File: src/rtl/alu16_pkg.sv
// Package: shared operation codes, flag classes and flag bit positions for
// the 16-bit add/subtract unit. Assumes a four-bit operation code.
package alu16_pkg;

    typedef enum logic [3:0] {
        OP_ADD   = 4'd0,
        OP_ADC   = 4'd1,
        OP_SUB   = 4'd2,
        OP_SBC   = 4'd3,
        OP_CMP   = 4'd4,
        OP_CPC   = 4'd5,
        OP_NEG   = 4'd6,
        OP_ADDLO = 4'd7,
        OP_ADDHI = 4'd8,
        OP_SUBLO = 4'd9,
        OP_SUBHI = 4'd10
    } op_e;

    // Which overflow/carry rule applies to an operation.
    typedef enum logic [2:0] {
        FC_ADD,
        FC_SUB,
        FC_NEG,
        FC_ADDLO,
        FC_SUBLO
    } fcls_e;

    localparam int FLAG_W = 4;
    localparam int FLG_N  = 3;
    localparam int FLG_Z  = 2;
    localparam int FLG_V  = 1;
    localparam int FLG_C  = 0;

endpackage

File: src/rtl/alu16_opnd_sel.sv
// Operand selector: decodes the operation code into the adder operands, the
// subtract direction, the carry-in, the flag rule and the write enables.
// Assumes WIDTH > IMM_W; the immediate is zero-extended into the low bits or
// shifted into the top bits.
module alu16_opnd_sel
    import alu16_pkg::*;
#(
    parameter int WIDTH = 16,
    parameter int IMM_W = 8
) (
    input  logic [3:0]       op_sel,
    input  logic [WIDTH-1:0] opnd_a,
    input  logic [WIDTH-1:0] opnd_b,
    input  logic [IMM_W-1:0] imm,
    input  logic             carry_q,
    output logic [WIDTH-1:0] x_op,
    output logic [WIDTH-1:0] y_op,
    output logic             is_sub,
    output logic             cin,
    output fcls_e            fcls,
    output logic             z_chain,
    output logic             dest_we,
    output logic             op_valid
);
    localparam int PAD_W = WIDTH - IMM_W;

    logic [WIDTH-1:0] imm_lo;
    logic [WIDTH-1:0] imm_hi;

    assign imm_lo = {{PAD_W{1'b0}}, imm};
    assign imm_hi = {imm, {PAD_W{1'b0}}};

    // Decode the operation into operands and control.
    always_comb begin
        x_op     = opnd_a;
        y_op     = opnd_b;
        is_sub   = 1'b0;
        cin      = 1'b0;
        fcls     = FC_ADD;
        z_chain  = 1'b0;
        dest_we  = 1'b0;
        op_valid = 1'b1;
        case (op_e'(op_sel))
            OP_ADD: begin
                dest_we = 1'b1;
            end
            OP_ADC: begin
                cin     = carry_q;
                z_chain = 1'b1;
                dest_we = 1'b1;
            end
            OP_SUB: begin
                is_sub  = 1'b1;
                fcls    = FC_SUB;
                dest_we = 1'b1;
            end
            OP_SBC: begin
                is_sub  = 1'b1;
                cin     = carry_q;
                fcls    = FC_SUB;
                z_chain = 1'b1;
                dest_we = 1'b1;
            end
            OP_CMP: begin
                is_sub  = 1'b1;
                fcls    = FC_SUB;
            end
            OP_CPC: begin
                is_sub  = 1'b1;
                cin     = carry_q;
                fcls    = FC_SUB;
                z_chain = 1'b1;
            end
            OP_NEG: begin
                x_op    = '0;
                is_sub  = 1'b1;
                fcls    = FC_NEG;
                dest_we = 1'b1;
            end
            OP_ADDLO: begin
                y_op    = imm_lo;
                fcls    = FC_ADDLO;
                z_chain = 1'b1;
                dest_we = 1'b1;
            end
            OP_ADDHI: begin
                y_op    = imm_hi;
                dest_we = 1'b1;
            end
            OP_SUBLO: begin
                y_op    = imm_lo;
                is_sub  = 1'b1;
                fcls    = FC_SUBLO;
                z_chain = 1'b1;
                dest_we = 1'b1;
            end
            OP_SUBHI: begin
                y_op    = imm_hi;
                is_sub  = 1'b1;
                fcls    = FC_SUB;
                dest_we = 1'b1;
            end
            default: begin
                op_valid = 1'b0;
            end
        endcase
    end

endmodule

File: src/rtl/alu16_addsub_core.sv
// Adder core: one carry-propagate adder serving both directions. A subtract
// inverts y and the carry-in, so x - y - cin = x + ~y + (1 - cin).
// Assumes cin is a borrow when is_sub is set.
module alu16_addsub_core #(
    parameter int WIDTH = 16
) (
    input  logic [WIDTH-1:0] x_op,
    input  logic [WIDTH-1:0] y_op,
    input  logic             is_sub,
    input  logic             cin,
    output logic [WIDTH-1:0] sum
);
    logic [WIDTH-1:0] y_eff;
    logic             c_eff;

    // Condition the second operand and carry for the chosen direction.
    always_comb begin
        y_eff = is_sub ? ~y_op : y_op;
        c_eff = is_sub ? ~cin : cin;
    end

    // Single shared adder.
    always_comb begin
        sum = x_op + y_eff + {{(WIDTH-1){1'b0}}, c_eff};
    end

endmodule

File: src/rtl/alu16_flag_eval.sv
// Flag evaluator: forms the next {N,Z,V,C} from the operands, the result and
// the flag rule chosen by the decoder. Assumes y is the operand before any
// inversion for subtraction.
module alu16_flag_eval
    import alu16_pkg::*;
#(
    parameter int WIDTH = 16
) (
    input  fcls_e             fcls,
    input  logic [WIDTH-1:0]  x_op,
    input  logic [WIDTH-1:0]  y_op,
    input  logic [WIDTH-1:0]  sum,
    input  logic              z_chain,
    input  logic              z_old,
    output logic [FLAG_W-1:0] flags_nxt
);
    localparam int MSB = WIDTH - 1;

    logic xs, ys, rs;
    logic v_bit, c_bit, z_bit;

    assign xs = x_op[MSB];
    assign ys = y_op[MSB];
    assign rs = sum[MSB];

    // Overflow and carry by flag rule, taken from the sign bits.
    always_comb begin
        case (fcls)
            FC_ADD: begin
                v_bit = (xs & ys & ~rs) | (~xs & ~ys & rs);
                c_bit = (xs & ys) | (ys & ~rs) | (~rs & xs);
            end
            FC_SUB: begin
                v_bit = (xs & ~ys & ~rs) | (~xs & ys & rs);
                c_bit = (~xs & ys) | (ys & rs) | (~xs & rs);
            end
            FC_NEG: begin
                v_bit = ys & rs;
                c_bit = ys | rs;
            end
            FC_ADDLO: begin
                v_bit = ~xs & rs;
                c_bit = xs & ~rs;
            end
            FC_SUBLO: begin
                v_bit = xs & ~rs;
                c_bit = ~xs & rs;
            end
            default: begin
                v_bit = 1'b0;
                c_bit = 1'b0;
            end
        endcase
    end

    // Zero flag, optionally chained with the previous one.
    always_comb begin
        z_bit = (sum == '0) & (~z_chain | z_old);
    end

    // Pack in {N,Z,V,C} order.
    always_comb begin
        flags_nxt        = '0;
        flags_nxt[FLG_N] = rs;
        flags_nxt[FLG_Z] = z_bit;
        flags_nxt[FLG_V] = v_bit;
        flags_nxt[FLG_C] = c_bit;
    end

endmodule

File: src/rtl/alu16_flag_reg.sv
// Condition register: holds the flags, clears on synchronous active-low
// reset, loads only when enabled.
module alu16_flag_reg
    import alu16_pkg::*;
(
    input  logic              clk,
    input  logic              rst_n,
    input  logic              load,
    input  logic [FLAG_W-1:0] d,
    output logic [FLAG_W-1:0] q
);
    // Clear on reset, otherwise load when enabled.
    always_ff @(posedge clk) begin
        if (!rst_n) begin
            q <= '0;
        end else if (load) begin
            q <= d;
        end
    end

endmodule

File: src/rtl/alu16_flagged.sv
// Top: 16-bit add/subtract unit with a registered condition code. Result and
// destination write enable are combinational; the flags are registered.
// Assumes register-file reads, including a zero register, are done upstream.
module alu16_flagged
    import alu16_pkg::*;
#(
    parameter int WIDTH = 16,
    parameter int IMM_W = 8
) (
    input  logic              clk,
    input  logic              rst_n,
    input  logic [3:0]        op_sel,
    input  logic [WIDTH-1:0]  opnd_a,
    input  logic [WIDTH-1:0]  opnd_b,
    input  logic [IMM_W-1:0]  imm8,
    input  logic              flag_we,
    output logic [WIDTH-1:0]  result,
    output logic              dest_we,
    output logic [FLAG_W-1:0] flags
);
    logic [WIDTH-1:0]  x_op;
    logic [WIDTH-1:0]  y_op;
    logic              is_sub;
    logic              cin;
    fcls_e             fcls;
    logic              z_chain;
    logic              op_valid;
    logic [FLAG_W-1:0] flags_nxt;
    logic              flag_load;

    alu16_opnd_sel #(.WIDTH(WIDTH), .IMM_W(IMM_W)) u_sel (
        .op_sel   (op_sel),
        .opnd_a   (opnd_a),
        .opnd_b   (opnd_b),
        .imm      (imm8),
        .carry_q  (flags[FLG_C]),
        .x_op     (x_op),
        .y_op     (y_op),
        .is_sub   (is_sub),
        .cin      (cin),
        .fcls     (fcls),
        .z_chain  (z_chain),
        .dest_we  (dest_we),
        .op_valid (op_valid)
    );

    alu16_addsub_core #(.WIDTH(WIDTH)) u_core (
        .x_op   (x_op),
        .y_op   (y_op),
        .is_sub (is_sub),
        .cin    (cin),
        .sum    (result)
    );

    alu16_flag_eval #(.WIDTH(WIDTH)) u_eval (
        .fcls      (fcls),
        .x_op      (x_op),
        .y_op      (y_op),
        .sum       (result),
        .z_chain   (z_chain),
        .z_old     (flags[FLG_Z]),
        .flags_nxt (flags_nxt)
    );

    // Flags load only for a defined operation with the enable set.
    assign flag_load = flag_we & op_valid;

    alu16_flag_reg u_freg (
        .clk   (clk),
        .rst_n (rst_n),
        .load  (flag_load),
        .d     (flags_nxt),
        .q     (flags)
    );

endmodule

File: config.mk
export PLATFORM = sky130hd
export DESIGN_NAME = alu16_flagged
export DESIGN_NICKNAME = d
export VERILOG_FILES = /design/src/rtl/alu16_pkg.sv /design/src/rtl/alu16_opnd_sel.sv /design/src/rtl/alu16_addsub_core.sv /design/src/rtl/alu16_flag_eval.sv /design/src/rtl/alu16_flag_reg.sv /design/src/rtl/alu16_flagged.sv
export SDC_FILE = /design/constraint.sdc
export NUM_CORES = 1
export LEC_CHECK = 0
export ABC_AREA = 0
export BUFFER_PORTS_ARGS = -buffer_cell sky130_fd_sc_hd__buf_2
export CORE_AREA = 2 2 73 75
export DETAILED_ROUTE_END_ITERATION = 8
export DIE_AREA = 0 0 75 77
export GPL_TIMING_DRIVEN = 0
export PLACE_DENSITY_LB_ADDON = 0.1
export SYNTH_ARGS = -nofsm -noshare
export SYNTH_HDL_FRONTEND = slang
export SYNTH_SLANG_ARGS = --single-unit
File: constraint.sdc
create_clock -name clk -period 5.7 [get_ports clk]
set_clock_uncertainty 0.15 [all_clocks]
set_input_delay 0.855 -clock clk [delete_from_list [all_inputs] [get_ports clk]]
set_output_delay 0.855 -clock clk [all_outputs]
set_load 0.03 [all_outputs]
# Word-level counts from Yosys, hierarchy flattened
# Cells that the tools add are included.
# word_totals
output_inout_bits,21
reg_bits,4
elab_cells,68
inputBits,47
# classes
n_bitwise,28
n_eq_ne,14
n_reduce_logical,11
n_mux,12
n_addsub,2
# op_table
op,n
2-to-1 mux 16 bit,2
case mux 16 bit (2 select lines),1
adder 16 x 1 -> 16 bit,1
adder 16 bit,1
== test 4 x 3 -> 1 bit (second input constant),4
logical NOT 16 bit,1
NOT 16 bit,1
AND 1 bit,14
== test 4 bit (second input constant),3
case mux 3 bit (4 select lines),1
OR reduction 11 bit,1
case mux 1 bit (5 select lines),2
OR reduction 5 bit,2
OR reduction 9 bit,1
== test 4 x 2 -> 1 bit (second input constant),2
OR 1 bit,8
OR reduction 7 bit,1
== test 3 x 2 -> 1 bit (second input constant),2
2-to-1 mux 1 bit,6
NOT 1 bit,5
== test 4 x 1 -> 1 bit (second input constant),1
logical NOT 4 bit,1
OR reduction 2 bit,2
== test 3 x 1 -> 1 bit (second input constant),1
other kinds (3),3

# Longest topological paths before layout
# depth
word_depth,12
depth_mapped,16
ltp_nobuf,14

# Modules after synthesis
# A second synthesis with hierarchy kept.
# hier_totals
cells_unflattened,273
hier_area_um2,2052.0
# by_module_without_submodules
mod,n_inst,area_per_inst_um2,cells_per_inst
alu16_addsub_core,1,924.6,117
alu16_opnd_sel,1,758.2,108
alu16_flag_eval,1,206.4,34
alu16_flag_reg,1,156.4,13
alu16_flagged,1,6.3,1

# Worst setup path before layout
# No wires, ideal clock.
# synth_path
path_type,input to output
from,in op_sel[3]
to,out result[10]
path_slack_ns,-0.055
arrival_time_ns,4.750
cell_stages,12
path_cell_list,buf_2 buf_2 clkbuf_1 mux2i_1 a22o_1 a21oi_1 fa_1 fa_1 a211o_1 a21boi_1 nor2_1 o311ai_0
# synth_between
elab_chain_len,7
# synth_rtl
element,line_no,text
start: declaration,alu16_flagged.sv:12,"input logic [3:0] op_sel,"
== test 4 bit / == test 4 x 3 -> 1 bit (equally long branches),alu16_opnd_sel.sv:43,case (op_e'(op_sel))
OR reduction 2 bit (no line),-,
case mux 16 bit (2 select lines),alu16_opnd_sel.sv:43,
NOT 16 bit,alu16_addsub_core.sv:18,y_eff = is_sub ? ~y_op : y_op;
2-to-1 mux 16 bit,alu16_addsub_core.sv:18,
adder 16 bit,alu16_addsub_core.sv:24,"sum = x_op + y_eff + {{(WIDTH-1){1'b0}}, c_eff};"
adder 16 x 1 -> 16 bit *,alu16_addsub_core.sv:24,
end: declaration,alu16_flagged.sv:17,"output logic [WIDTH-1:0] result,"
# Mark *: on every way between the ends. The rest lies on a longest branch, timed or not.

# Final worst setup path
# layout_path
from,in op_sel[0]
to,out result[15]
# The elaborated chain is that of the path after synthesis.

==> flow_metrics.env <==
export IMPL_status="complete, no violations"
export IMPL_syn_area_um2=2680
export IMPL_die_x_um=75
export IMPL_grt_pass1_vias=3057
export IMPL_grt_overflow=0
export IMPL_dp_hpwl_mm=6.81
export IMPL_setup_violations_final=0
export IMPL_cts_tree="built"
export IMPL_largest_reg_flops=4
export IMPL_diodes=0
export IMPL_hold_buffers=0
export IMPL_endpoint_kind="primary output"
export IMPL_ys_warn_count=0
export IMPL_crit_arrival_ns=4.51
export IMPL_whs_ns=0.404
export IMPL_routabilityCongestion=0.957
export IMPL_place_ws_ns=-0.218
export IMPL_port_buffers=65
export IMPL_antenna_found_initial=0
export IMPL_cap_violations=0
export IMPL_grt_max_degree=11
export IMPL_setup_tns_ns=0
export IMPL_fin_crit_ns=5.51
export IMPL_grt_util_met3=0.0223
export IMPL_n_fill_cell=501
export IMPL_cts_root_buffer="clkbuf_8"
export IMPL_cp_required_ns=4.70
export IMPL_drt_pass1_iterations=5
export IMPL_ys_ff_latch=4
export IMPL_dpl_cell_count=533
export IMPL_area_growth_pct=18.8
export IMPL_post_route_period_util=0.967
export IMPL_fmax_ghz=0.181
export IMPL_cp_max_fo=9
export IMPL_fp_row_count=26
export IMPL_max_vdd_ir_drop_v=0.000145
export IMPL_synth_distinct_cells=69
export IMPL_slew_headroom=0.592
export IMPL_htree_levels=1
export IMPL_final_util=0.639
export IMPL_cts_buffer_depth=2
export IMPL_clk_latency_ns=0.22
export IMPL_use_met2=0.496
export IMPL_cts_buffers=3
export IMPL_finalPower_mw=0.612
export IMPL_design_area_um2=3180
export IMPL_syn_inst=398
export IMPL_yosysSeqAreaShare=0.0299
export IMPL_synth_edff_count=0
export IMPL_post_dp_cell_area_um2=3090
export IMPL_tightest_slew_ns=0.610
export IMPL_drc_errors=0
export IMPL_finalHoldViolCount=0
export IMPL_routedWlPerCell_um=16.7
export IMPL_hold_class="flop to flop"
export IMPL_grt_use_met1=0.435
export IMPL_die_h_um=77
export IMPL_nNetsFinal=531
export IMPL_wirelength_mm=8.96
export IMPL_initial_core_util=0.538
export IMPL_drive_above_1_share=0.273
export IMPL_slew_viol_final=0
export IMPL_viasPerCell=6.44
export IMPL_synth_flop_cell="dfxtp_1"
export IMPL_grt_total_usage=0.306
export IMPL_drt_iter0_markers=234
export IMPL_cts_sinks=4
export IMPL_final_cell_mix="74 x buf_2, 43 x nor2b_1, 43 x a21oi_1"
export IMPL_top_register="u_freg.q"
export IMPL_leakagePower_nw=1.36
export IMPL_finalWorstSetupSlack_ns=0.188
export IMPL_reg_top3="u_freg.q (4)"
export IMPL_busiest_layer="met2"
export IMPL_layout_commonest_cell="buf_2"
export IMPL_drtAntennaViolNets=0
export IMPL_cp_start_kind="primary input"
export IMPL_synthArstFlopShare=0
export IMPL_p_per_area_nw_per_um2=193
export IMPL_vias=3452
export IMPL_layout_cells_non_filler=536
export IMPL_cts_post_setup_buffers_inserted=0
export IMPL_fp_coreArea_um2=4980
export IMPL_syn_avg_cell_area_um2=6.72
export IMPL_syn_nets=461
export IMPL_grt_pass1_wl_mm=14.4
export IMPL_io_pins=68
export IMPL_worstSetupPathType="primary input to primary output"
export IMPL_dieArea_um2=5780
export IMPL_path_clk_slew_ns=0.03
## layout make-up
cell class	instances	area [um2]	area share
Multi-Input combinational cell	348	2430	0.766
Sequential cell	4	80.1	0.0252
Timing Repair Buffer	65	325	0.102
Clock buffer	3	41.3	0.0130
Inverter	15	56.3	0.0177
Tap cell	70	87.6	0.0275
Buffer	31	155	0.0488
## Yosys cell counts, types with 3 or more instances
master / instances / share of area
nor2b_1: 43 / 0.10
a22oi_1: 3 / 0.0084
o211ai_1: 6 / 0.017
dfxtp_1: 4 / 0.030
buf_2: 7 / 0.013
a22o_1: 9 / 0.029
a211o_1: 3 / 0.0098
nand3_1: 8 / 0.015
a21o_1: 3 / 0.0084
o21ai_0: 24 / 0.045
a21oi_2: 3 / 0.0098
o21a_1: 7 / 0.020
ha_1: 14 / 0.065
or2_2: 7 / 0.016
mux2i_1: 12 / 0.045
nand4_1: 3 / 0.0070
nand3b_1: 3 / 0.0084
a21oi_1: 44 / 0.082
o2111ai_1: 3 / 0.0098
inv_1: 14 / 0.020
a311oi_1: 8 / 0.026
a211oi_1: 6 / 0.017
buf_1: 7 / 0.0098
xor2_1: 3 / 0.0098
nand2_1: 22 / 0.031
nand2b_1: 5 / 0.012
or3_1: 6 / 0.014
o22ai_1: 20 / 0.047
clkbuf_1: 15 / 0.021
nor2_1: 16 / 0.022
nor3_1: 9 / 0.017
and2_1: 6 / 0.014
o21bai_1: 3 / 0.0084
a221oi_1: 8 / 0.026
## per-layer routing
layer / vias up / routed length (um)
met5: - / 0
met4: 0 / 172
met3: 18 / 660
met2: 176 / 4150
met1: 1609 / 3980
li1: 1649 / -
## worst max-delay path, cell delays in order
cell and delay (ns):
buf_2 0.22, inv_2 0.14, nand2_1 0.36, nor2_4 0.12, a21oi_1 0.18, a21oi_1 0.09, a221oi_1 0.41, ha_1 0.41
a21oi_4 0.16, o21ai_2 0.10, or4b_4 0.50, o22a_4 0.26, xor2_4 0.26, xor2_2 0.20, buf_2 0.23
## kinds of logic after synthesis
family | after synthesis | share of synthesized area
adders and majority gates | 16 | 0.0804
and+or+nand+nor | 141 | 0.297
muxes | 14 | 0.0533
xor gates and xnor gates | 6 | 0.0295
buffers and inverters | 46 | 0.0706
DFF | 4 | 0.0299
AOI/OAI and AO/OA | 171 | 0.439
## final timing paths
kind               start     endpoint  slack (ns)  cells after the start
max            op_sel[0]   result[15]        0.19                     15
min          u_freg.q[1]  u_freg.q[1]        0.40                      2
max reg2reg  u_freg.q[0]  u_freg.q[2]        1.88                     12
min reg2reg  u_freg.q[1]  u_freg.q[1]        0.40                      2
## timing repair
item / in CTS / in global routing
endpoints found under the setup margin: 4 / 5
gates resized for setup: 7 / 24
endpoints found under the hold margin: 0 / 0
gates cloned: 0 / 0
## power by group
group / switching [mW] / leakage (nW) / internal [mW]
sequential: 0.00178 / 0.0330 / 0.0308
clock: 0.0170 / 0.0216 / 0.0452
combinational: 0.325 / 1.30 / 0.192
Note: power is estimated with default switching activity, not from simulation.
